==> src/rtl/cpm_pkg.sv <==
package cpm_pkg;

  typedef enum logic [1:0] {
    REF_HIZ = 2'b00,
    REF_LOW = 2'b01,
    REF_RUN = 2'b10
  } refSt_e;

  typedef enum logic [1:0] {
    SPR_OFF     = 2'b00,
    SPR_QUARTER = 2'b01,
    SPR_HALF    = 2'b10
  } spread_e;

  typedef struct packed {
    logic latchNow;  // capture straps this cycle
    logic pwrOn;     // power good this cycle
    logic everUp;    // power has been good since reset
  } cpmStrobe_t;

  function automatic spread_e decodeSpread(input logic [1:0] code);
    case (code)
      2'b01:   return SPR_QUARTER;
      2'b10:   return SPR_HALF;
      default: return SPR_OFF;
    endcase
  endfunction

endpackage

==> src/rtl/cpm_ctrl.sv <==
module cpm_ctrl
  import cpm_pkg::*;
(
  input  logic       clk,
  input  logic       rstPorN,
  input  logic       pwrOk,
  output cpmStrobe_t strobe
);

  logic everUp;

  always_ff @(posedge clk or negedge rstPorN) begin
    if (!rstPorN) begin
      everUp <= 1'b0;
    end else if (pwrOk) begin
      everUp <= 1'b1;
    end
  end

  always_comb begin
    strobe.pwrOn    = pwrOk;
    strobe.everUp   = everUp;
    strobe.latchNow = pwrOk && !everUp;
  end

  // once power has been good, the history flag never drops without reset
  p_sticky_history_r1: assert property (@(posedge clk) disable iff (!rstPorN)
    everUp |=> everUp);

  // the first power-good edge always sets the history flag
  p_first_up_marks_r1: assert property (@(posedge clk) disable iff (!rstPorN)
    pwrOk |=> everUp);

endmodule

==> src/rtl/cpm_datapath.sv <==
module cpm_datapath
  import cpm_pkg::*;
#(
  parameter int         NUM_OUT      = 4,
  parameter int         ADDR_W       = 7,
  parameter int         ADDR_SEL_BIT = 1,
  parameter logic [6:0] BASE_ADDR    = 7'b1101000
) (
  input  logic               clk,
  input  logic               rstPorN,
  input  cpmStrobe_t         strobe,
  input  logic               pllLocked,
  input  logic               addrSelPin,
  input  logic [1:0]         spreadCode,
  input  logic [NUM_OUT-1:0] oePinN,
  input  logic [NUM_OUT-1:0] oeRegBit,
  output logic [ADDR_W-1:0]  busAddr,
  output spread_e            spreadMode,
  output logic [NUM_OUT-1:0] difRun,
  output refSt_e             refState
);

  localparam logic [ADDR_W-1:0] SEL_MASK = ADDR_W'(1) << ADDR_SEL_BIT;

  logic addrSelQ;

  // strap capture
  always_ff @(posedge clk or negedge rstPorN) begin
    if (!rstPorN) begin
      addrSelQ   <= 1'b0;
      spreadMode <= SPR_OFF;
    end else if (strobe.latchNow) begin
      addrSelQ   <= addrSelPin;
      spreadMode <= decodeSpread(spreadCode);
    end
  end

  assign busAddr = addrSelQ ? (ADDR_W'(BASE_ADDR) | SEL_MASK) : ADDR_W'(BASE_ADDR);

  // per-pair run gating, registered so a start lands on a clock edge
  for (genvar gi = 0; gi < NUM_OUT; gi++) begin : g_pair
    always_ff @(posedge clk or negedge rstPorN) begin
      if (!rstPorN) begin
        difRun[gi] <= 1'b0;
      end else begin
        difRun[gi] <= strobe.pwrOn && pllLocked && oeRegBit[gi] && !oePinN[gi];
      end
    end

    // a running pair had both enables asserted at the previous edge
    p_gate_enables_r6: assert property (@(posedge clk) disable iff (!rstPorN)
      difRun[gi] |-> $past(oeRegBit[gi] && !oePinN[gi]));
  end

  // reference output state
  always_ff @(posedge clk or negedge rstPorN) begin
    if (!rstPorN) begin
      refState <= REF_HIZ;
    end else if (strobe.pwrOn) begin
      refState <= REF_RUN;
    end else begin
      refState <= strobe.everUp ? REF_LOW : REF_HIZ;
    end
  end

  // power-down forces every pair low at the next edge
  p_pd_all_low_r4: assert property (@(posedge clk) disable iff (!rstPorN)
    !strobe.pwrOn |=> (difRun == '0));

  // no pair runs without lock
  p_nolock_low_r7: assert property (@(posedge clk) disable iff (!rstPorN)
    !pllLocked |=> (difRun == '0));

  // high-impedance is only possible before the first power-up
  p_hiz_before_up_r5: assert property (@(posedge clk) disable iff (!rstPorN)
    strobe.everUp |-> (refState != REF_HIZ));

  // captured straps do not move after the capture
  p_straps_frozen_r1: assert property (@(posedge clk) disable iff (!rstPorN)
    (strobe.everUp && $past(strobe.everUp)) |-> ($stable(busAddr) && $stable(spreadMode)));

  // the decoder never yields the unused code
  p_spread_legal_r3: assert property (@(posedge clk) disable iff (!rstPorN)
    spreadMode != 2'b11);

endmodule

==> src/rtl/clk_out_pm.sv <==
module clk_out_pm
  import cpm_pkg::*;
#(
  parameter int NUM_OUT = 4,
  parameter int ADDR_W  = 7
) (
  input  logic               clk,
  input  logic               rstPorN,
  input  logic               pwrOk,
  input  logic               pllLocked,
  input  logic               addrSelPin,
  input  logic [1:0]         spreadCode,
  input  logic [NUM_OUT-1:0] oePinN,
  input  logic [NUM_OUT-1:0] oeRegBit,
  output logic [ADDR_W-1:0]  busAddr,
  output logic [1:0]         spreadMode,
  output logic               strapsTaken,
  output logic [NUM_OUT-1:0] difRun,
  output logic [1:0]         refState
);

  cpmStrobe_t strobe;
  spread_e    spreadQ;
  refSt_e     refQ;

  cpm_ctrl u_ctrl (
    .clk     (clk),
    .rstPorN (rstPorN),
    .pwrOk   (pwrOk),
    .strobe  (strobe)
  );

  cpm_datapath #(
    .NUM_OUT (NUM_OUT),
    .ADDR_W  (ADDR_W)
  ) u_dp (
    .clk        (clk),
    .rstPorN    (rstPorN),
    .strobe     (strobe),
    .pllLocked  (pllLocked),
    .addrSelPin (addrSelPin),
    .spreadCode (spreadCode),
    .oePinN     (oePinN),
    .oeRegBit   (oeRegBit),
    .busAddr    (busAddr),
    .spreadMode (spreadQ),
    .difRun     (difRun),
    .refState   (refQ)
  );

  assign spreadMode  = spreadQ;
  assign refState    = refQ;
  assign strapsTaken = strobe.everUp;

endmodule

==> config.mk <==
export PLATFORM = sky130hd
export DESIGN_NAME = clk_out_pm
export DESIGN_NICKNAME = d
export VERILOG_FILES = /design/src/rtl/cpm_pkg.sv /design/src/rtl/cpm_ctrl.sv /design/src/rtl/cpm_datapath.sv /design/src/rtl/clk_out_pm.sv
export SDC_FILE = /design/constraint.sdc
export NUM_CORES = 1
export LEC_CHECK = 0
export BUFFER_PORTS_ARGS = -buffer_cell sky130_fd_sc_hd__buf_2
export CAP_MARGIN = 30
export CORE_MARGIN = 5
export CORE_UTILIZATION = 33
export DETAILED_ROUTE_END_ITERATION = 7
export PLACE_DENSITY_LB_ADDON = 0.12
export SETUP_SLACK_MARGIN = 0.3
export SLEW_MARGIN = 20
export SYNTH_ARGS = -nofsm -noshare
export SYNTH_HDL_FRONTEND = slang
export SYNTH_SLANG_ARGS = --single-unit
==> constraint.sdc <==
create_clock -name clk -period 1.2 [get_ports clk]
set_clock_uncertainty 0.2 [all_clocks]
set_input_delay 0.12 -clock clk [delete_from_list [all_inputs] [get_ports clk]]
set_output_delay 0.12 -clock clk [all_outputs]
set_load 0.02 [all_outputs]
==> metrics.md, run 1 <==
| Metric | Value |
|---|---|
| Run status | complete, but fails checks |
| Violated checks | hold timing, setup timing |
| Number of buffers added by the clock tree synthesis step | 3 |
| Element type at the critical path start | flop |
| Series of cell instances along the critical path | buf_6 -> buf_6 |
| Hold-fix buffer count after cts | 2 |
| Number of synthesized register bits | 10 |
| Antenna diode instance count | 0 |
| Largest family of logic cells by synthesized area | simple AND/OR/NAND/NOR gates |
| Residual DRC | 0 |
| Htree depth | 1 |
| Mapped Cells | 32 |
| Average size of a mapped cell | 13.45 sq um |
| Cell type with the highest aggregate area in the netlist | dfrtp_1 |
| Final setup TNS | -0.09682 ns |
| Share of power burned in combinational logic | 20.2% |
| Worst Setup Path Type | reg2out |
| Per-cell routed wire length | 10.84 um |
| Clock latency at the later pin of the worst-skew pair | 0.26 ns |
| Leakage power | 0.3619 nW |
| Share of synthesized cell area in and, or, nand and nor gates | 17.44% |
| Switch Pwr | 0.1835 mW |
| Worst hold slack | -0.1944 ns |
| Final setup viols | 4 |
| Synth cell count leaders | dfrtp_1, buf_4, nor3b_1 |
| Detailed Place HPWL | 625.4 um |
| Initial standard-cell utilization of the core | 33.93% |
| Layout fillers | 109 |
| Area taken by flip-flops and latches | 251.5 sq um |
| Multi-input gate area | 145.1 sq um |
| Number of sinks driven by the clock tree | 10 |
| Layout overhead on the synthesized area | 59.88% |
| Initial DRT Pass Iterations | 2 |
| Top Ports | 31 |
| Compound-Gate Fraction of Synth Area | 0% |
| Cell with the most instances after synthesis | dfrtp_1 |
| Crit-path max cell delay | 0.43 ns |
| Final instance area | 688.2 sq um |
| Count of placed standard cells including taps | 69 |
| Crit path arrival time | 0.93 ns |
| Routed Wire Length | 856 um |
| Share of layout cells above drive strength 1 | 60.94% |
| Post-synth ARST share | 100.0% |
| Largest net degree at the start of global routing | 11 |
| Count of warnings emitted by yosys | 0 |
| Critical Path Sink Type | output pin |
| Dominant cell type by count on the critical path | buf_6 |
| Portion of total power attributed to the clock network | 31.2% |
| Number of rows created at floorplan | 13 |
| Internal Power | 0.5642 mW |
| Adder-cell share of the synthesized area | 0% |
| Critical Path RT | 0.88 ns |
| Number of non-filler instances in the completed layout | 79 |
| Maximum frequency from static timing analysis | 800.7 MHz |
| Area of the core | 1269 sq um |
| Endpoints failing hold | 6 |
| Buffers added on ports | 24 |
| Library cell contributing the largest single delay on the critical path | dfrtp_2 |
| Most used flip-flop cell after synthesis | dfrtp_1 |
| Xor/xnor cell area share of the yosys netlist | 0% |
| Final global-route overflow total | 0 |
| Net count of the finished layout | 80 |
| Pwr/cell area | 1086 nW/um^2 |
| Part of the total power dissipated in sequential elements | 48.6% |
| Distinct cells, synth | 10 |
| Share of the cycle needed by the critical path after routing | 104.1% |
| Post-route ant nets | 0 |
| Fraction of power spent switching nets | 24.54% |
| Max-cap violations | 0 |
| Clock Pin Slew Worst Setup and Hold Paths | 0.07 ns |
| Fin crit period | 1.249 ns |
| Largest fanout on the critical path | 2 |
| Maximum count of clock buffers along a single path | 2 |
| Number of cells traversed by the worst hold path | 2 |
| Via count of the first global-routing pass | 364 |
| Chip Width | 46.12 um |
| Detailed Route Iter0 Violations | 1 |
| Gp weighted congestion | 0.5935 |
| Number of vias in the routed layout | 312 |
| Y dimension of the die | 46.12 um |
| Number of enable-type register cells in the synthesized netlist | 0 |
| Post-Synthesis Cell Area | 430.4 sq um |
| Setup WS post-layout | -0.04894 ns |
| Fin. max-slew vios | 0 |
| Unrepaired setup endpoints after global routing | true |
| TritonCTS clock tree | built |
| Sum of internal, switching and leakage power | 0.7477 mW |
| Number of vias per cell after detailed routing | 3.949 |
| GRT Resource Usage Total | 10.27% |
| Class of the tightest hold or removal check | in2reg |
| Worst VDD drop | 0.0006051 V |
| Global-route wire length before repair | 1.449 mm |
| Mux contribution to synthesized area | 10.47% |
| Post-detailed-placement cell area | 540.5 sq um |
| Initial antenna violation count | 0 |
| Synth top area cells | dfrtp_1, buf_4, mux2_4 |
| Library cell used as clock root buffer | clkbuf_4 |
| Reg2reg path depth | 2 |
| Post-synthesis sequential area ratio | 58.14% |
| Synth top area share | 58.14% |
| Total Die Area | 2127 sq um |
-- power by group through the flow --
stage,combinational [mW],clock [mW],sequential [mW]
after floorplan,0.0667,0,0.383
after global placement,0.111,0,0.366
after detailed placement,0.111,0,0.366
after CTS,0.151,0.249,0.363
after global routing,0.163,0.274,0.365
final,0.151,0.233,0.364
-- state kept, by name, indices dropped and copies added, names as in the netlist --
name / count
u_dp.refState: 2
u_dp.difRun: 4
u_dp.addrSelQ: 1
u_dp.spreadMode: 2
u_ctrl.everUp: 1
-- cell families after synthesis --
| kind of cell | count (synthesis) |
|---|---|
| flip-flops | 10 |
| buffers and inverters | 7 |
| other | 2 |
| multiplexers | 3 |
| AND/OR/NAND/NOR | 10 |
-- layer usage --
layer  vias up  routed length [um]  global-route usage (%)
li1        154                   -                       -
met1       138                 320                   10.12
met2        20                 423                   16.76
met3         0                 112                   3.906
met4         0                   0                   8.523
met5         -                   0                       0
-- cell usage in the layout, fill, tap and decap left out, drive strengths merged --
cell,Yosys,routed
dlygate4sd3,0,1
dfrtp,10,10
nand2,1,1
nor3b,4,4
or2,1,1
clkbuf,0,4
buf,7,29
dlymetal6s4s,0,1
conb,2,6
and2b,1,1
nor2b,3,3
mux2,3,3
-- cell type report --
cell class | count | area share, %
multi-input combinational | 19 | 21.09
clock buffer | 4 | 3.818
timing repair buffer | 31 | 35.82
sequential | 10 | 36.55
tap | 15 | 2.727
-- worst paths after layout --
path / slack (ns) / to / start
min in group asynchronous: 0.04 / u_dp.addrSelQ / rstPorN
min: -0.19 / u_dp.difRun[0] / oePinN[0]
min reg2reg: 0.41 / u_dp.spreadMode[1] / u_dp.spreadMode[1]
max in group asynchronous: 0.56 / u_ctrl.everUp / rstPorN
max: -0.05 / strapsTaken / u_ctrl.everUp
max reg2reg: -0.02 / u_dp.spreadMode[0] / u_ctrl.everUp
-- per-stage QoR --
step | setup slack [ns] | hold slack (ns) | util [%]
finish | -0.04894 | -0.1944 | 54.24
global route | -0.08743 | -0.2050 | 54.24
CTS | -0.06235 | -0.2074 | 54.04
detailed placement | 0.003616 | -0.2104 | 42.60
global placement | 0.01132 | -0.2128 | 42.60
floorplan | -0.04534 | -0.3756 | -
-- repair_timing --
item,4_1_cts,5_1_grt
cloned,0,0
hold endpoints to repair,17,6
buffers inserted,4,0
setup endpoints to repair,15,19
resized for setup,22,1
-- worst max-delay path, delay by kind of cell, from the launching register on --
| kind | cells | cell delay (ns) |
|---|---|---|
| buf+inv | 2 | 0.24 |
| flops | 1 | 0.43 |
(Power assumes the default switching activity.)
==> inputs of run 2 (changes only) <==
Settings changed: BUFFER_PORTS_ARGS -buffer_cell sky130_fd_sc_hd__buf_2 to -buffer_cell sky130_fd_sc_hd__clkbuf_2, CORE_AREA set to 5 5 42 44, CORE_MARGIN 5 to not set, CORE_UTILIZATION 33 to not set, DIE_AREA set to 0 0 47 49, SYNTH_HIERARCHICAL set to 1.
==> run 2 against run 1 <==
The flow still finishes with violations (hold timing, setup timing). Sequential power barely moved. Synthesized area fell by 1.2%. Cell count did not move. Sequential share of layout area rose by 0.15 points. Worst setup slack improved by 0.0033 ns. Combinational power barely moved. Via count rose by 2.9%. Hold slack got worse by 0.0045 ns. Clock power rose by 30%. Count of clock-buffer cells in the layout did not move. Non-clock buffer count fell by 3. Register-to-register slack barely moved. Highest routed layer unchanged.
==> metrics.md, run 2 <==
| Metric | Value |
|---|---|
| Run status | complete, but fails checks |
| Violated checks | hold timing, setup timing |
| Post-synthesis sequential area ratio | 58.82% (+0.68 points) |
| Layout fillers | 145 (+33%) |
| Number of rows created at floorplan | 14 (+1) |
| Largest fanout on the critical path | 3 (+1) |
| Layout overhead on the synthesized area | 60.29% |
| Number of buffers added by the clock tree synthesis step | 3 (unchanged) |
| Via count of the first global-routing pass | 351 (-3.6%) |
| Detailed Route Iter0 Violations | 0 (-1) |
| Critical Path Sink Type | output pin |
| Average size of a mapped cell | 11.82 sq um (-12%) |
| Share of the cycle needed by the critical path after routing | 103.8% (-0.27 points) |
| Synth top area cells | dfrtp_1, buf_4, nor3b_1 |
| Fraction of the core area covered by cells at the end of the flow | 48.66% (-5.6 points) |
| Detailed Place HPWL | 744.1 um (+19%) |
| Share of synthesized cell area in and, or, nand and nor gates | 15.88% (-1.6 points) |
| Worst VDD drop | 0.0005725 V (-5.4%) |
| Register name with the most flops | u_dp/difRun |
| Antenna diode instance count | 0 (unchanged) |
| Largest net degree at the start of global routing | 11 (unchanged) |
| Maximum frequency from static timing analysis | 802.8 MHz (+0.26%) |
| Share of layout cells above drive strength 1 | 52.38% (-8.6 points) |
| Unrepaired setup endpoints after global routing | true |
| Class of the tightest hold or removal check | in2reg |
| Global-route wire length before repair | 1.504 mm (+3.8%) |
| Pwr/cell area | 1204 nW/um^2 (+11%) |
| Synth cell count leaders | dfrtp_1, buf_4, nor3b_1 |
| Fin crit period | 1.246 ns (-0.003253 ns) |
| Hold-fix buffer count after cts | 1 (-1) |
| Htree depth | 1 (unchanged) |
| Distinct cells, synth | 11 (+1) |
| Worst hold slack | -0.1989 ns (-0.004486 ns) |
| Most used flip-flop cell after synthesis | dfrtp_1 |
| Cell with the most instances after synthesis | dfrtp_1 |
| Total Die Area | 2303 sq um (+8.3%) |
| Largest family of logic cells by synthesized area | buffers and inverters |
| Cell type with the highest aggregate area in the netlist | dfrtp_1 |
| Chip Width | 47 um (+1.9%) |
| Initial antenna violation count | 0 (unchanged) |
| GRT Resource Usage Total | 9.226% (-1.0 points) |
| Most used cells in the layout excluding fill and tap cells | clkbuf_2, clkbuf_8, dfrtp_1 |
| Y dimension of the die | 49 um (+6.3%) |
| Final setup viols | 2 (-2) |
| Synth top area share | 58.82% (+0.68 points) |
| Multi-input gate area | 122.6 sq um (-16%) |
| Fin. max-slew vios | 0 (unchanged) |
| Commonest non-fill, non-tap cell in the layout | clkbuf_2 |
| Residual DRC | 0 (unchanged) |
| Adder-cell share of the synthesized area | 0% (unchanged) |
| Worst Setup Path Type | reg2out |
| Leakage power | 0.3481 nW (-3.8%) |
| Per-cell routed wire length | 12.20 um (+13%) |
| Number of enable-type register cells in the synthesized netlist | 0 (unchanged) |
| Final global-route overflow total | 0 (unchanged) |
| Max FFs per register | 4 (unchanged) |
| Net count of the finished layout | 79 (-1.3%) |
| Number of vias in the routed layout | 321 (+2.9%) |
| Crit path arrival time | 0.93 ns (about the same) |
| Clock Pin Slew Worst Setup and Hold Paths | 0.07 ns (about the same) |
| Element type at the critical path start | flop |
| Compound-Gate Fraction of Synth Area | 2.353% (+2.4 points) |
| Clock latency at the later pin of the worst-skew pair | 0.26 ns (about the same) |
| Mapped Cells | 36 (+13%) |
| Minimum setup slack after placement | -0.04120 ns (-0.04481 ns) |
| Max-cap violations | 0 (unchanged) |
| Buffers added on ports | 24 (unchanged) |
| Number of synthesized register bits | 10 (unchanged) |
| Gp weighted congestion | 0.6831 (+15%) |
| Largest registers | u_dp/difRun: 4 flops, u_dp/refState: 2 flops, u_dp/spreadMode: 2 flops |
| Area taken by flip-flops and latches | 250.2 sq um (-0.50%) |
| Initial standard-cell utilization of the core | 30.36% (-3.6 points) |
| Post-route ant nets | 0 (unchanged) |
| Maximum count of clock buffers along a single path | 2 (unchanged) |
| Routed Wire Length | 964 um (+13%) |
| Setup WS post-layout | -0.04568 ns (+0.003253 ns) |
| Number of sinks driven by the clock tree | 10 (unchanged) |
| Top Ports | 31 (unchanged) |
| Xor/xnor cell area share of the yosys netlist | 0% (unchanged) |
| Area of the core | 1401 sq um (+10%) |
| Number of vias per cell after detailed routing | 4.063 (+2.9%) |
| TritonCTS clock tree | built |
| Post-Synthesis Cell Area | 425.4 sq um (-1.2%) |
| Mux contribution to synthesized area | 3.529% (-6.9 points) |
| Initial DRT Pass Iterations | 1 (-1) |
| Endpoints failing hold | 10 (+4) |
| Post-synth ARST share | 100.0% (unchanged) |
| Library cell used as clock root buffer | clkbuf_4 |
| Critical Path RT | 0.88 ns (about the same) |
| Count of warnings emitted by yosys | 6 (+6) |
-- run 2: cell count changes in the layout (fill, tap and decap cells not counted), moves of 2 or more --
cell / previous run / this run
buf_2: 14 / 0
buf_4: 4 / 2
buf_6: 11 / 1
clkbuf_2: 0 / 14
clkbuf_8: 0 / 10
inv_1: 0 / 2
mux2_4: 3 / 1
nand3b_1: 0 / 2
o21ai_0: 0 / 2
-- run 2: path summary, 6_finish.rpt --
kind	start	end	slack [ns]	cells past startpoint
max in group asynchronous	rstPorN	u_dp/refState[1]	0.54	2
min reg2reg	u_dp/spreadMode[1]	u_dp/spreadMode[1]	0.36	2
max reg2reg	u_ctrl/everUp	u_dp/addrSelQ	-0.01	2
min in group asynchronous	rstPorN	u_dp/addrSelQ	0.05	2
max	u_ctrl/everUp	strapsTaken	-0.05	2
min	oePinN[2]	u_dp/difRun[2]	-0.20	2
-- run 2: cells by family after synthesis --
logic type / Yosys count
other: 2
flip-flops: 10
AND/OR/NAND/NOR: 10
buffers and inverters: 11
AO/OA/AOI/OAI: 2
multiplexers: 1
-- run 2: power by group --
group | switching [mW] | internal, mW | total (mW)
logic | 0.0729 | 0.0789 | 0.152
registers | 0.0109 | 0.356 | 0.367
clock network | 0.119 | 0.184 | 0.303
-- run 2: repair_timing --
item	4_1_cts	5_1_grt
resized for setup	20	3
pin swaps	0	1
hold endpoints to repair	20	9
endpoints found under the setup margin	15	15
buffers inserted	1	0
-- run 2: final cells by class --
type | count | area share [%]
multi-input combinational | 19 | 17.98
timing repair buffer | 28 | 35.96
clock buffer | 4 | 5.321
inverter | 2 | 1.101
tap | 16 | 2.936
sequential | 10 | 36.70
-- run 2: metal layers --
| layer | up-vias | track usage, % | share of wire (%) |
|---|---|---|---|
| met4 | 0 | 4.147 | 0 |
| li1 | 153 | - | - |
| met2 | 21 | 14.48 | 48 |
| met5 | - | 0 | 0 |
| met1 | 147 | 9.685 | 40 |
| met3 | 0 | 5.166 | 13 |
-- run 2: critical path, cell delays in order (launching register included) --
cell	delay [ns]
dfrtp_1	0.41
buf_6	0.13
buf_8	0.12
-- run 2: stage by stage --
stage,power (mW),cells,setup TNS (ns),hold WS [ns],cell area (sq um)
finish,0.8213,79,-0.05457,-0.1989,681.9
global route,0.8600,79,-0.1513,-0.2113,681.9
CTS,0.8380,79,-0.1208,-0.2114,671.9
detailed placement,0.4860,73,-0.04120,-0.1942,530.5
global placement,0.4848,73,0,-0.1990,530.5
floorplan,0.4529,40,0,-0.3756,442.9
==> inputs of run 3 (changes only) <==
Settings changed: SETUP_SLACK_MARGIN 0.3 to 0.02.
==> run 3 against run 2 <==
The run ends with setup timing left. Critical path type unchanged. Design area increased by 7.2%. Critical path depth did not move. Cell count increased by 16%. Fmax rose by 2.0%. Global-route usage is 1.4 points higher. First-iteration DRC count stayed put. Critical endpoint unchanged. Clock power shrank 1%. Hold slack gained 0.26 ns. Die area is the same. Wire length up 12%. Count of clock-buffer cells in the layout did not move. Flip-flop and latch count did not move.
==> metrics.md, run 3 (synthesis results as in run 2) <==
| Metric | Value |
|---|---|
| Reg-to-reg endpoint | u_dp/addrSelQ |
| Net count of the finished layout | 92 (+16%) |
| Minimum setup slack after placement | 0.04942 ns (+0.09062 ns) |
| Area of the core | 1401 sq um (unchanged) |
| Initial DRT Pass Iterations | 1 (unchanged) |
| Fraction of the core area covered by cells at the end of the flow | 52.14% (+3.5 points) |
| Share of power burned in combinational logic | 18.5% (about the same) |
| Max FFs per register | 4 (unchanged) |
| Maximum count of clock buffers along a single path | 2 (unchanged) |
| Via count of the first global-routing pass | 399 (+14%) |
| TritonCTS clock tree | built |
| Largest fanout on the critical path | 3 (unchanged) |
| Y dimension of the die | 49 um (unchanged) |
| Chip Width | 47 um (unchanged) |
| Initial standard-cell utilization of the core | 30.36% (unchanged) |
| Global-route layer with the greatest usage | met2 |
| Per-cell routed wire length | 11.71 um (-4.1%) |
| Top Ports | 31 (unchanged) |
| Clock Pin Slew Worst Setup and Hold Paths | 0.07 ns (about the same) |
| Initial antenna violation count | 0 (unchanged) |
| Setup WS post-layout | -0.02115 ns (+0.02453 ns) |
| Number of sinks driven by the clock tree | 10 (unchanged) |
| Part of the total power dissipated in sequential elements | 44.7% (about the same) |
| Setup fix buffers added after clock tree synthesis | 0 (-1) |
| Routed Wire Length | 1.077 mm (+12%) |
| Post-detailed-placement cell area | 530.5 sq um (unchanged) |
| Maximum frequency from static timing analysis | 818.9 MHz (+2.0%) |
| Number of rows created at floorplan | 14 (unchanged) |
| Largest registers | u_dp/difRun: 4 flops, u_dp/refState: 2 flops, u_dp/spreadMode: 2 flops |
| Number of vias in the routed layout | 368 (+15%) |
| Endpoints failing hold | 0 (-10) |
| Worst VDD drop | 0.0005739 V (+0.24%) |
| Met1 demand-to-capacity share in global routing | 10.43% (+0.75 points) |
| Class of the tightest hold or removal check | in2async |
| Gp weighted congestion | 0.6259 (-8.4%) |
| Violated checks | setup timing |
| Commonest non-fill, non-tap cell in the layout | clkbuf_2 |
| Fraction of power spent switching nets | 24.60% (-0.060 points) |
| Leakage power | 0.3752 nW (+7.8%) |
| Number of vias per cell after detailed routing | 4.000 (-1.6%) |
| Count of placed standard cells including taps | 73 (unchanged) |
| Total Die Area | 2303 sq um (unchanged) |
| Most used cells in the layout excluding fill and tap cells | clkbuf_2, dlygate4sd3_1, dfrtp_1 |
| Post-route ant nets | 0 (unchanged) |
| Crit path arrival time | 0.90 ns (-0.03 ns) |
| RR Startpoint | u_ctrl/everUp |
| Worst Setup Path Type | reg2out |
| Register-to-register setup slack | 0.03 ns (+0.04 ns) |
| Element type at the critical path start | flop |
| Critical Path RT | 0.88 ns (about the same) |
| Detailed Route Iter0 Violations | 0 (unchanged) |
| Fin. max-slew vios | 0 (unchanged) |
| Reg2reg path depth | 2 (unchanged) |
| Worst hold slack | 0.06478 ns (+0.2637 ns) |
| Run status | complete, but fails checks |
| Global Route met2 Usage | 18.78% (+4.3 points) |
| Global-route wire length before repair | 1.718 mm (+14%) |
| Antenna diode instance count | 0 (unchanged) |
| Pwr/cell area | 1112 nW/um^2 (-7.7%) |
| Worst setup path start | u_ctrl/everUp |
| Portion of total power attributed to the clock network | 36.8% (about the same) |
| Layout overhead on the synthesized area | 71.76% |
| Unrepaired setup endpoints after global routing | true |
| Clock latency at the later pin of the worst-skew pair | 0.25 ns (about the same) |
| Switch Pwr | 0.1998 mW (-1.3%) |
| Sum of internal, switching and leakage power | 0.8124 mW (-1.1%) |
| Critical Path Sink Type | output pin |
| Share of layout cells above drive strength 1 | 42.11% (-10 points) |
| Final setup viols | 1 (-1) |
| Met3 Track Usage GR | 4.428% (-0.74 points) |
| Residual DRC | 0 (unchanged) |
| Share of the cycle needed by the critical path after routing | 101.8% (-2.0 points) |
| Internal Power | 0.6126 mW (-1.0%) |
| Buffers added on ports | 24 (unchanged) |
| Final global-route overflow total | 0 (unchanged) |
| Fin crit period | 1.221 ns (-0.02453 ns) |
| Detailed Place HPWL | 702.4 um (-5.6%) |
| GRT Resource Usage Total | 10.67% (+1.4 points) |
| Register name with the most flops | u_dp/difRun |
| Final instance area | 730.7 sq um (+7.2%) |
| Htree depth | 1 (unchanged) |
| Max-cap violations | 0 (unchanged) |
| Largest net degree at the start of global routing | 11 (unchanged) |
| Number of buffers added by the clock tree synthesis step | 3 (unchanged) |
| Final setup TNS | -0.02115 ns (+0.03341 ns) |
| Number of non-filler instances in the completed layout | 92 (+16%) |
| Capture point of the worst path | strapsTaken |
| Library cell used as clock root buffer | clkbuf_4 |
run 3: worst min-delay path by stage:
stage	start	to	depth (start not counted)	slack, ns
floorplan	rstPorN	u_ctrl/everUp	0	-0.38
global placement	rstPorN	u_dp/spreadMode[0]	1	-0.20
detailed placement	rstPorN	u_dp/spreadMode[0]	1	-0.20
CTS	rstPorN	u_dp/spreadMode[0]	2	0.06
global route	rstPorN	u_dp/spreadMode[1]	2	0.08
finish	rstPorN	u_dp/spreadMode[1]	2	0.06
run 3: routing by layer:
layer | vias to the layer above | part of all wire, %
li1 | 179 | -
met1 | 168 | 35
met2 | 21 | 55
met3 | 0 | 10
met4 | 0 | 0
met5 | - | 0
run 3: repair_timing:
item	CTS	global route
endpoints found under the setup margin	1	2
pin swaps	0	0
resized for setup	3	1
hold buffers	15	0
endpoints found under the hold margin	20	0
run 3: worst max-delay path, stage by stage (launching register included):
cell and delay [ns]:
dfrtp_1 0.40, buf_6 0.13, buf_8 0.12
run 3: layout make-up:
type | count | area [sq um]
Clock buffer | 4 | 36.28
Fill cell | 133 | 670.6
Inverter | 2 | 7.507
Multi-Input combinational cell | 19 | 117.6
Sequential cell | 10 | 250.2
Tap cell | 16 | 20.02
Timing Repair Buffer | 41 | 299.0
run 3: power groups by stage:
stage | registers [mW] | clock network (mW) | logic (mW)
after global routing | 0.366 | 0.332 | 0.164
after detailed placement | 0.370 | 0 | 0.112
after global placement | 0.369 | 0 | 0.112
final | 0.363 | 0.299 | 0.150
after CTS | 0.364 | 0.312 | 0.150
after floorplan | 0.389 | 0 | 0.0637
